### src/rtl/tx_arb_pkg.sv
package tx_arb_pkg;
   typedef enum logic [2:0] {
      ST_EMPTY   = 3'd0,
      ST_READY   = 3'd1,
      ST_TXING   = 3'd2,
      ST_DONE    = 3'd3,
      ST_FAILED  = 3'd4,
      ST_DROPPED = 3'd5
   } buf_state_e;

   localparam int BASE_W = 11;
   localparam int STAT_W = 3;

   function automatic logic is_eligible(buf_state_e s);
      return (s == ST_READY) || (s == ST_DROPPED);
   endfunction

   function automatic logic accepts_cmd(buf_state_e s);
      return (s == ST_EMPTY) || (s == ST_DONE) || (s == ST_FAILED);
   endfunction
endpackage

### src/rtl/tx_prio_key.sv
module tx_prio_key #(
   parameter int ID_W = 29
) (
   input  logic [ID_W-1:0] id,
   input  logic            ext,
   output logic [ID_W:0]   key
);
   localparam int BW = tx_arb_pkg::BASE_W;
   localparam int LW = ID_W - BW;

   logic [BW-1:0] head;
   logic [LW-1:0] tail;

   always_comb begin
      if (ext) begin
         head = id[ID_W-1 -: BW];
         tail = id[LW-1:0];
      end else begin
         head = id[BW-1:0];
         tail = '0;
      end
      key = {head, ext, tail};
   end
endmodule

### src/rtl/tx_prio_pick.sv
module tx_prio_pick #(
   parameter int NBUF  = 4,
   parameter int KEY_W = 30,
   parameter int IDX_W = 2
) (
   input  logic [NBUF-1:0]       cand,
   input  logic [NBUF*KEY_W-1:0] keys,
   output logic                  found,
   output logic [IDX_W-1:0]      idx,
   output logic [KEY_W-1:0]      best_key
);
   always_comb begin
      found    = 1'b0;
      idx      = '0;
      best_key = '1;
      for (int i = 0; i < NBUF; i++) begin
         if (cand[i] && (!found || (keys[i*KEY_W +: KEY_W] < best_key))) begin
            found    = 1'b1;
            idx      = IDX_W'(i);
            best_key = keys[i*KEY_W +: KEY_W];
         end
      end
   end
endmodule

### src/rtl/tx_retry_ctr.sv
module tx_retry_ctr #(
   parameter int CNT_W = 4
) (
   input  logic             clk,
   input  logic             rst_n,
   input  logic             clr,
   input  logic             inc,
   output logic [CNT_W-1:0] cnt
);
   localparam logic [CNT_W-1:0] CNT_MAX = '1;

   always_ff @(posedge clk or negedge rst_n) begin
      if (!rst_n)
         cnt <= '0;
      else if (clr)
         cnt <= '0;
      else if (inc && (cnt != CNT_MAX))
         cnt <= cnt + 1'b1;
   end
endmodule

### src/rtl/tx_arbiter_top.sv
module tx_arbiter_top #(
   parameter int NBUF          = 4,
   parameter int ID_W          = 29,
   parameter int CNT_W         = 4,
   parameter bit LIMIT_SUPPORT = 1'b1,
   localparam int IDX_W        = (NBUF > 1) ? $clog2(NBUF) : 1
) (
   input  logic                 clk,
   input  logic                 rst_n,
   input  logic [NBUF-1:0]      cmd_ready,
   input  logic [NBUF*ID_W-1:0] buf_id,
   input  logic [NBUF-1:0]      buf_ext,
   input  logic                 cfg_drop_en,
   input  logic                 cfg_limit_en,
   input  logic [CNT_W-1:0]     cfg_limit,
   input  logic                 eng_ok,
   input  logic                 eng_arb_lost,
   input  logic                 eng_err,
   output logic                 tx_valid,
   output logic [IDX_W-1:0]     tx_idx,
   output logic [CNT_W-1:0]     retry_cnt,
   output logic [NBUF*3-1:0]    buf_status,
   output logic                 irq
);
   import tx_arb_pkg::*;

   localparam int KEY_W = ID_W + 1;

   if (NBUF < 2) begin : g_bad_nbuf
      $error("tx_arbiter_top: NBUF must be at least 2");
   end
   if (ID_W < BASE_W + 1) begin : g_bad_idw
      $error("tx_arbiter_top: ID_W must exceed the base identifier width");
   end
   if (CNT_W < 1) begin : g_bad_cnt
      $error("tx_arbiter_top: CNT_W must be positive");
   end

   buf_state_e             st_q [NBUF];
   buf_state_e             st_d [NBUF];
   logic [NBUF-1:0]        elig;
   logic [NBUF-1:0]        chg;
   logic [NBUF*KEY_W-1:0]  keys;
   logic                   found;
   logic [IDX_W-1:0]       pick_idx;
   logic [KEY_W-1:0]       pick_key;
   logic [KEY_W-1:0]       cur_key;
   logic                   busy_q;
   logic [IDX_W-1:0]       cur_q;
   logic                   ok_ev;
   logic                   fail_ev;
   logic                   limit_hit;
   logic                   drop_go;
   logic                   start_go;
   logic                   cnt_clr;

   // Per-buffer priority keys
   for (genvar g = 0; g < NBUF; g++) begin : g_key
      tx_prio_key #(.ID_W(ID_W)) u_key (
         .id  (buf_id[g*ID_W +: ID_W]),
         .ext (buf_ext[g]),
         .key (keys[g*KEY_W +: KEY_W])
      );
      assign elig[g] = is_eligible(st_q[g]);
   end

   tx_prio_pick #(.NBUF(NBUF), .KEY_W(KEY_W), .IDX_W(IDX_W)) u_pick (
      .cand     (elig),
      .keys     (keys),
      .found    (found),
      .idx      (pick_idx),
      .best_key (pick_key)
   );

   always_comb begin
      cur_key = '1;
      for (int i = 0; i < NBUF; i++)
         if (cur_q == IDX_W'(i)) cur_key = keys[i*KEY_W +: KEY_W];
   end

   assign ok_ev    = busy_q & eng_ok;
   assign fail_ev  = busy_q & ~eng_ok & (eng_arb_lost | eng_err);

   // Retry limit: present or compiled out
   if (LIMIT_SUPPORT) begin : g_limit
      assign limit_hit = cfg_limit_en && (retry_cnt == cfg_limit);
   end else begin : g_nolimit
      logic unused_limit;
      assign unused_limit = cfg_limit_en ^ (^cfg_limit);
      assign limit_hit    = 1'b0;
   end

   assign drop_go  = fail_ev & ~limit_hit & cfg_drop_en & found & (pick_key < cur_key);
   assign start_go = ~busy_q & found;
   assign cnt_clr  = ok_ev | (fail_ev & limit_hit) | drop_go | ~busy_q;

   tx_retry_ctr #(.CNT_W(CNT_W)) u_retry (
      .clk   (clk),
      .rst_n (rst_n),
      .clr   (cnt_clr),
      .inc   (fail_ev),
      .cnt   (retry_cnt)
   );

   // Next status of each buffer
   for (genvar g = 0; g < NBUF; g++) begin : g_state
      logic is_cur;
      logic is_pick;
      assign is_cur  = busy_q && (cur_q == IDX_W'(g));
      assign is_pick = found && (pick_idx == IDX_W'(g));

      always_comb begin
         st_d[g] = st_q[g];
         if (is_cur && ok_ev)
            st_d[g] = ST_DONE;
         else if (is_cur && fail_ev && limit_hit)
            st_d[g] = ST_FAILED;
         else if (is_cur && drop_go)
            st_d[g] = ST_DROPPED;
         else if (is_pick && (drop_go || start_go))
            st_d[g] = ST_TXING;
         else if (cmd_ready[g] && accepts_cmd(st_q[g]))
            st_d[g] = ST_READY;
      end

      always_ff @(posedge clk or negedge rst_n) begin
         if (!rst_n) st_q[g] <= ST_EMPTY;
         else        st_q[g] <= st_d[g];
      end

      assign chg[g] = (st_d[g] != st_q[g]);
      assign buf_status[g*STAT_W +: STAT_W] = st_q[g];
   end

   always_ff @(posedge clk or negedge rst_n) begin
      if (!rst_n) begin
         busy_q <= 1'b0;
         cur_q  <= '0;
         irq    <= 1'b0;
      end else begin
         irq <= |chg;
         if (ok_ev || (fail_ev && limit_hit)) begin
            busy_q <= 1'b0;
         end else if (drop_go || start_go) begin
            busy_q <= 1'b1;
            cur_q  <= pick_idx;
         end
      end
   end

   assign tx_valid = busy_q;
   assign tx_idx   = cur_q;
endmodule

### config.mk
export PLATFORM = sky130hd
export DESIGN_NAME = tx_arbiter_top
export DESIGN_NICKNAME = d
export VERILOG_FILES = /design/src/rtl/tx_arb_pkg.sv /design/src/rtl/tx_prio_key.sv /design/src/rtl/tx_prio_pick.sv /design/src/rtl/tx_retry_ctr.sv /design/src/rtl/tx_arbiter_top.sv
export SDC_FILE = /design/constraint.sdc
export NUM_CORES = 1
export LEC_CHECK = 0
export ABC_AREA = 1
export BUFFER_PORTS_ARGS = -buffer_cell sky130_fd_sc_hd__buf_4
export CAP_MARGIN = 0
export CELL_PAD_IN_SITES_DETAIL_PLACEMENT = 0
export CELL_PAD_IN_SITES_GLOBAL_PLACEMENT = 1
export CORE_UTILIZATION = 37
export CTS_CLUSTER_SIZE = 14
export DETAILED_ROUTE_END_ITERATION = 8
export PLACE_DENSITY = 0.82
export SYNTH_ARGS = -nofsm -noshare
export SYNTH_HDL_FRONTEND = slang
export SYNTH_SLANG_ARGS = --single-unit
### constraint.sdc
create_clock -name clk -period 9.97 [get_ports clk]
set_clock_uncertainty 0.15 [all_clocks]
set_input_delay 0.4985 -clock clk [delete_from_list [all_inputs] [get_ports clk]]
set_output_delay 0.4985 -clock clk [all_outputs]
set_load 0.05 [all_outputs]
==> results of run 1 <==
[cells by family (layout without fill, tap and decap cells)]
kind of cell               after synthesis  after routing  share of synthesized area, %
and+or+nand+nor                        635            636                          38.0
AOI/OAI and AO/OA                      276            276                          22.4
buffers and inverters                  179            330                          10.0
adders and majority gates              117            117                          21.8
DFF                                     20             20                          7.45
xor gates and xnor gates                 3              3                         0.391
[registers in the layout, summed over array words and instances (netlist names)]
name and cells:
irq 1, buf_status 12, tx_valid 1, tx_idx 2, u_retry.cnt 4
[metal layers]
| layer | vias to the layer above | track usage, % | wire length [um] |
|---|---|---|---|
| met5 | - | 0 | 0 |
| met1 | 3756 | 44.5 | 13500 |
| li1 | 4391 | - | - |
| met3 | 26 | 4.19 | 2560 |
| met2 | 401 | 41.5 | 10800 |
| met4 | 0 | 5.37 | 546 |
[power by group through the flow]
stage / Clock (mW) / Sequential [mW] / Combinational [mW]
after floorplan: 0 / 0.242 / 1.62
after global placement: 0 / 0.151 / 2.52
after detailed placement: 0 / 0.150 / 2.53
after CTS: 0.0837 / 0.149 / 2.54
after global routing: 0.0868 / 0.154 / 2.96
final: 0.0830 / 0.150 / 2.66
[worst max-delay path: cells and delay by family, from the launching register on]
family | cells | cell delay (ns)
simple gates | 33 | 3.39
compound gates | 15 | 2.42
buf+inv | 9 | 1.57
fa+ha+maj | 4 | 1.20
flops | 1 | 0.38
[final cells by class]
cell class              count  area, um2
clock buffers               3       75.1
fillers                  1943       9060
inverters                 130        495
multi-input cells        1032       5630
flip-flops and latches     20        500
well taps                 225        282
repair buffers            197       1490
[what timing repair did]
action	4_1_cts	5_1_grt
gates resized for setup	0	33
hold endpoints to repair	20	0
endpoints found under the setup margin	0	20
hold buffers	1	0
[synthesized netlist by cell type, types with 3 or more instances]
cell,count
nand2_4,3
a31oi_1,8
a2111oi_0,3
o2111ai_1,7
xor2_1,3
dfrtp_1,20
o22ai_1,3
nand4_1,9
inv_1,126
nand2_1,461
a21oi_1,75
nor4_1,4
nor2_1,86
o21ai_0,159
ha_1,117
nand2_2,9
clkbuf_1,47
nand3_1,45
nor3_1,10
a211oi_1,7
a221oi_1,7
clkinv_1,3
[metrics by stage]
step / power [mW] / util (%)
3_5_place_dp: 2.68 / 47.3
3_3_place_gp: 2.67 / 47.3
4_1_cts: 2.77 / 47.8
2_1_floorplan: 1.87 / -
6_report: 2.89 / 48.3
5_1_grt: 3.20 / 48.3
[how the worst max path moves through the flow]
stage | from | end
floorplan | buf_status[0] | irq
global placement | buf_ext[0] | irq
detailed placement | buf_ext[0] | irq
CTS | buf_status[0] | irq
global route | buf_status[0] | irq
finish | buf_status[0] | irq
==> metrics, run 1 <==
TritonRoute pass-1 iters 6; DRT iter0 DRCs 806; max capacitance violation total 0; GRT overflow 0; combinational power share 91.9%; Worst-path clk slew 0.06 ns; CTS root buffer clkbuf_16; R2R Setup Slk 0.74 ns; unrepaired setup endpoints after global routing false; Max Root-Sink Buffers 2; port bufs 154; hold path depth 2; min-delay src u_retry.cnt[2]; Setup crit end kind register; dpl cell area 8290 um2; cts bufs inserted 3; Leakage 4.80 nW; Flop pwr share 5.2%; crit path max-delay cell type or4_1; synthesized cell area 6720 um2; initial core utilization 38.3%; cell area after layout 8470 um2; worst reg2reg path startpoint buf_status[0]; max-slew violation count 0; Final GP Congestion 0.957; worst vdd ir 0.135 mV; Syn-to-layout area delta 26.1%; Final period util 92.6%; Crit path top cell by count nand2_1; Cell Count, Final, Fillers Out 1607; final worst slack 0.742 ns; share of layout cells above drive strength 1 16.6%; worst hold path type reg2reg; post-synthesis sequential area ratio 7.45%; Final nets 1636; DRT Wirelength 27.4 mm; final setup vio count 0; num rows 48; largest cells by area after synthesis nand2_1 26%, ha_1 22%, o21ai_0 12%; Final Critical Period 9.23 ns; hold slack final 0.472 ns; CP Class reg2reg; total die area 18700 um2; Int Pwr 1.12 mW; Post-Syn Nets 1482; pwr dens 341 nW/um2; GRT Util Overall 28.8%; Clock Sinks 20; H-tree Lvls 1; Clock Latency Late Sink 0.25 ns; worst-margin pin slew 0.869 ns; most common cell after layout, fill and taps aside nand2_1; most frequent cells in the layout 461 x nand2_1, 194 x buf_4, 146 x o21ai_0; Post-synth top flop dfrtp_1; pre-CTS WS 0.101 ns; nature of the critical path startpoint register; Worst slew margin 41.8%; drt wl/cell 17.1 um; Vert. Die Dim 137 um; Post-synth ARST share 100%; Die X 137 um; first-pass GRT wire length 41.0 mm; R2R depth 61; Syn Area/Cell 5.46 um2; DRC violations left 0; post-synth cell types 36; number of vias per cell 5.34; hold worst-path end u_retry.cnt[2]; Post-synth EDFFs 0; Largest stage delay, worst path 0.39 ns; Setup TNS Final 0 ns; Hold Vio Cnt, Final 0; detailed placer's ending HPWL 23.0 mm; crit path DAT 9.22 ns; initial antenna violation count 0; CTS tree yes; Post-CTS Repair Setup Buffers 0; placed cells 1602; vias in the first global route 7578; vias post-DR 8574; worst path required time 9.96 ns; pin count of the biggest net entering global routing 47; Sw Ratio 61.4%; core footprint 17500 um2; ANT cells 0; status finished, final reports clean; f_max 108 MHz; # IOs 155; worst reg2reg endpoint irq; synth warn 0; clock group share of total power 2.9%; largest area contributor in the netlist nand2_1; crit-path max FO 35; switching pwr 1.78 mW; cells after synthesis 1230; top-area cell type share of the netlist area 25.7%; FF+latch count, synth 20; Antenna Nets Post-Route 0
Power figures use the tool's default switching activity.
==> run 2: changes to the inputs <==
--- a/config.mk
+++ b/config.mk
@@ -10,6 +10,7 @@
 export CAP_MARGIN = 0
 export CELL_PAD_IN_SITES_DETAIL_PLACEMENT = 0
 export CELL_PAD_IN_SITES_GLOBAL_PLACEMENT = 1
+export CORE_MARGIN = 2
 export CORE_UTILIZATION = 37
 export CTS_CLUSTER_SIZE = 14
 export DETAILED_ROUTE_END_ITERATION = 8
==> constraint.sdc (replaced) <==
create_clock -name clk -period 9.97 [get_ports clk]
set_clock_uncertainty 0.15 [all_clocks]
set_input_delay 0.4985 -clock clk [delete_from_list [all_inputs] [get_ports clk]]
set_output_delay 0.4985 -clock clk [all_outputs]
set_load 0.1 [all_outputs]
==> metrics, run 2 (synthesis results as in run 1) <==
pwr dens 362 nW/um2 (was 341 nW/um2); most common cell after layout, fill and taps aside nand2_1 (unchanged); Final GP Congestion 1.00 (was 0.957); vias in the first global route 7787 (was 7578); CTS tree yes (unchanged); Worst-path clk slew 0.07 ns (was 0.06 ns); status finished, final reports clean (unchanged); worst path required time 9.96 ns (about the same); port bufs 154 (unchanged); Clock Latency Late Sink 0.26 ns (was 0.25 ns); M1 GR Usage 43.5% (was 44.5%); Final Critical Period 9.38 ns (was 9.23 ns); DRC violations left 0 (unchanged); worst vdd ir 0.155 mV (was 0.135 mV); Hold Vio Cnt, Final 0 (unchanged); max reg flops 12 (unchanged); crit path DAT 9.38 ns (was 9.22 ns); max capacitance violation total 0 (unchanged); Syn-to-layout area delta 27.4% (was 26.1%); initial antenna violation count 0 (unchanged); worst hold path type reg2reg (unchanged); met2 Use GR 41.0% (was 41.5%); Final nets 1639 (was 1636); share of layout cells above drive strength 1 17.1% (was 16.6%); Worst slew margin 44.7% (was 41.8%); f_max 107 MHz (was 108 MHz); pin count of the biggest net entering global routing 50 (was 47); ANT cells 0 (unchanged); Crit path top cell by count nand2_1 (unchanged); GRT busiest layer met1 (unchanged); Clock Sinks 20 (unchanged); CP Class reg2reg (unchanged); Max Root-Sink Buffers 2 (unchanged); drt wl/cell 17.2 um (was 17.1 um); number of vias per cell 5.40 (was 5.34); vias post-DR 8720 (was 8574); initial core utilization 37.5% (was 38.3%); # IOs 155 (unchanged); max-slew violation count 0 (unchanged); M3 GR Usage 3.07% (was 4.19%); nature of the critical path startpoint register (unchanged); Die X 139 um (was 137 um); most frequent cells in the layout 461 x nand2_1, 193 x buf_4, 148 x o21ai_0 (was 461 x nand2_1, 194 x buf_4, 146 x o21ai_0); detailed placer's ending HPWL 23.3 mm (was 23.0 mm); TritonRoute pass-1 iters 6 (unchanged); total die area 19300 um2 (was 18700 um2); H-tree Lvls 1 (unchanged); GRT Util Overall 27.6% (was 28.8%); DRT Wirelength 27.8 mm (was 27.4 mm); Leakage 4.83 nW (was 4.80 nW); Antenna Nets Post-Route 0 (unchanged); GRT overflow 0 (unchanged); crit path max-delay cell type dfrtp_2 (was or4_1); Final period util 94.1% (was 92.6%); Setup crit end kind register (unchanged); Setup TNS Final 0 ns (unchanged); crit-path max FO 35 (unchanged); DRT iter0 DRCs 848 (was 806); Filler Cell Count 2008 (was 1943); Vert. Die Dim 139 um (was 137 um); num rows 49 (was 48); first-pass GRT wire length 42.7 mm (was 41.0 mm); Largest stage delay, worst path 0.46 ns (was 0.39 ns); core footprint 17900 um2 (was 17500 um2); Total Power 3.10 mW (was 2.89 mW); CTS root buffer clkbuf_16 (unchanged); final setup vio count 0 (unchanged); worst-margin pin slew 0.828 ns (was 0.869 ns); cts bufs inserted 3 (unchanged)
-- run 2: final timing paths --
path / from / end / slack, ns / cells past startpoint
max: buf_status[1] / irq / 0.59 / 63
max in group asynchronous: rst_n / buf_status[1] / 8.89 / 2
min in group asynchronous: rst_n / buf_status[11] / 0.52 / 2
min: u_retry.cnt[2] / u_retry.cnt[2] / 0.46 / 2
max reg2reg: buf_status[1] / irq / 0.59 / 63
min reg2reg: u_retry.cnt[2] / u_retry.cnt[2] / 0.46 / 2
-- run 2: layer usage --
metal	wire length [um]	part of all wire (%)
met5	0	0
met4	428	1.5
met3	2370	8.5
met2	11400	41
met1	13700	49
-- run 2: power breakdown --
part / switching (mW) / leakage, nW / internal [mW]
registers: 0.0373 / 0.243 / 0.113
logic: 1.84 / 4.54 / 0.995
clock network: 0.0335 / 0.0511 / 0.0798
-- run 2: layout make-up --
type / count / area [um2] / share of cell area (%)
Clock buffer: 3 / 75.1 / 0.877
Tap cell: 229 / 287 / 3.35
Multi-Input combinational cell: 1031 / 5610 / 65.5
Inverter: 130 / 495 / 5.79
Clock inverter: 1 / 30.0 / 0.351
Sequential cell: 20 / 502 / 5.86
Timing Repair Buffer: 201 / 1560 / 18.2
-- run 2: through the flow --
stage	cell area, um2	util, %	instances	setup slack, ns	hold WS [ns]
2_1_floorplan	6720	-	1230	0.410	0.0529
3_3_place_gp	8330	46.5	1607	-0.0759	0.252
3_5_place_dp	8330	46.5	1607	-0.124	0.255
4_1_cts	8450	47.2	1612	0.0971	0.470
5_1_grt	8560	47.8	1615	-0.0290	0.507
6_report	8560	47.8	1615	0.587	0.463
-- run 2: timing repair --
item	4_1_cts	5_1_grt
resized for setup	2	34
endpoints found under the setup margin	1	20
hold endpoints to repair	20	0
buffers inserted	0	3
hold buffers	1	0
pin swaps	0	2
-- run 2: critical path, delay by kind of cell, from the launching register on --
kind / cells / cell delay (ns)
DFF: 1 / 0.46
and+or+nand+nor: 33 / 3.14
AOI/OAI and AO/OA: 16 / 2.94
buffers and inverters: 10 / 1.43
adders and majority gates: 4 / 1.13
==> run 3: changes to the inputs <==
--- a/config.mk
+++ b/config.mk
@@ -10,6 +10,7 @@
 export CAP_MARGIN = 0
 export CELL_PAD_IN_SITES_DETAIL_PLACEMENT = 0
 export CELL_PAD_IN_SITES_GLOBAL_PLACEMENT = 1
+export CORE_ASPECT_RATIO = 1.1
 export CORE_MARGIN = 2
 export CORE_UTILIZATION = 37
 export CTS_CLUSTER_SIZE = 14
==> metrics, run 3 (synthesis results as in run 1) <==
status finished, final reports clean (unchanged); max reg flops 12 (unchanged); Final nets 1617 (was 1639); CTS tree yes (unchanged); Crit path top cell by count nand2_1 (unchanged); cell area after layout 8430 um2 (was 8560 um2); DRT Wirelength 28.2 mm (was 27.8 mm); Leakage 4.74 nW (was 4.83 nW); TritonRoute pass-1 iters 5 (was 6); CP bufs+invs 5 (was 10); M3 GR Usage 0.766% (was 3.07%); pwr dens 354 nW/um2 (was 362 nW/um2); most common cell after layout, fill and taps aside nand2_1 (unchanged); total die area 19300 um2 (about the same); core footprint 17700 um2 (was 17900 um2); final setup vio count 0 (unchanged); vias post-DR 8520 (was 8720); CP Class reg2reg (unchanged); Largest stage delay, worst path 0.63 ns (was 0.46 ns); Syn-to-layout area delta 25.4% (was 27.4%); Max Root-Sink Buffers 2 (unchanged); Hold Vio Cnt, Final 0 (unchanged); Total Power 2.98 mW (was 3.10 mW); crit path DAT 9.25 ns (was 9.38 ns); Die X 133 um (was 139 um); nature of the critical path startpoint register (unchanged); cts bufs inserted 3 (unchanged); Vert. Die Dim 145 um (was 139 um); DRT iter0 DRCs 592 (was 848); dpl cell area 8170 um2 (was 8330 um2); crit-path max FO 31 (was 35); share of layout cells above drive strength 1 15.9% (was 17.1%); Final Critical Period 9.26 ns (was 9.38 ns); Worst slew margin 20.3% (was 44.7%); hold slack final 0.479 ns (was 0.463 ns); pin count of the biggest net entering global routing 50 (unchanged); number of vias per cell 5.32 (was 5.40); GRT overflow 0 (unchanged); worst hold path type reg2reg (unchanged); H-tree Lvls 1 (unchanged); Antenna Nets Post-Route 0 (unchanged); vias in the first global route 8009 (was 7787); worst vdd ir 0.225 mV (was 0.155 mV); most frequent cells in the layout 461 x nand2_1, 171 x buf_4, 141 x o21ai_0 (was 461 x nand2_1, 193 x buf_4, 148 x o21ai_0); initial antenna violation count 0 (unchanged); Clock Latency Late Sink 0.25 ns (was 0.26 ns); initial core utilization 37.9% (was 37.5%); Worst-path clk slew 0.05 ns (was 0.07 ns); Setup TNS Final 0 ns (unchanged); Cell Count, Final, Fillers Out 1601 (was 1615); drt wl/cell 17.6 um (was 17.2 um); met2 Use GR 51.1% (was 41.0%); worst path required time 9.97 ns (was 9.96 ns); detailed placer's ending HPWL 23.6 mm (was 23.3 mm); Final GP Congestion 1.00 (about the same); GRT Util Overall 28.0% (was 27.6%); Setup crit end kind register (unchanged); CTS root buffer clkbuf_16 (unchanged); port bufs 154 (unchanged); f_max 108 MHz (was 107 MHz); Final period util 92.9% (was 94.1%); crit path max-delay cell type o21ai_0 (was dfrtp_2); max-slew violation count 0 (unchanged); DRC violations left 0 (unchanged); ANT cells 0 (unchanged); # IOs 155 (unchanged); worst-margin pin slew 1.19 ns (was 0.828 ns); placed cells 1593 (was 1607); first-pass GRT wire length 42.5 mm (was 42.7 mm); M1 GR Usage 34.4% (was 43.5%); num rows 51 (was 49); Clock Sinks 20 (unchanged); CP top delay family compound AO/OA/AOI/OAI gates (was simple AND/OR/NAND/NOR gates); R2R Setup Slk 0.71 ns (was 0.59 ns); max capacitance violation total 0 (unchanged); GRT busiest layer met2 (was met1)
## run 3: stage by stage
step	util (%)	setup slack, ns
detailed placement	46.0	-0.0120
global placement	46.0	0.144
CTS	46.5	0.0592
finish	47.5	0.712
floorplan	-	0.410
global route	47.5	-0.0174
## run 3: cell type report
type / count / area, um2
clock buffers: 3 / 75.1
fillers: 1989 / 9310
inverters: 130 / 495
multi-input cells: 1032 / 5660
flip-flops and latches: 20 / 500
well taps: 238 / 298
repair buffers: 178 / 1400
## run 3: worst paths after layout
| check | from | end | cells past startpoint |
|---|---|---|---|
| worst max-delay path | buf_status[1] | irq | 58 |
| worst min-delay path | u_retry.cnt[2] | u_retry.cnt[2] | 2 |
| worst max register to register | buf_status[1] | irq | 58 |
| worst min register to register | u_retry.cnt[2] | u_retry.cnt[2] | 2 |
| max in group asynchronous | rst_n | buf_status[2] | 2 |
| min in group asynchronous | rst_n | u_retry.cnt[2] | 2 |
## run 3: worst register-to-register path: cells and delay by family (launching register included)
| kind | cells | cell delay [ns] |
|---|---|---|
| adders and majority gates | 4 | 1.27 |
| DFF | 1 | 0.46 |
| buffers and inverters | 5 | 0.83 |
| AOI/OAI and AO/OA | 16 | 3.25 |
| and+or+nand+nor | 33 | 3.18 |
## run 3: layer usage
| layer | part of all wire, % | vias up |
|---|---|---|
| li1 | - | 4344 |
| met1 | 42 | 3854 |
| met2 | 50 | 269 |
| met3 | 4.5 | 53 |
| met4 | 4.2 | 0 |
| met5 | 0 | - |
## run 3: repair_timing
action	in CTS	in global routing
endpoints found under the hold margin	20	0
hold buffers	1	0
setup endpoints to repair	0	20
gates resized for setup	0	47
setup buffers	0	2
## run 3: where the power goes
part,switching [mW],leakage (nW),internal [mW],total (mW)
Combinational,1.82,4.46,0.930,2.75
Sequential,0.0384,0.244,0.112,0.151
Clock,0.0291,0.0370,0.0529,0.0820
Total,1.89,4.74,1.10,2.98
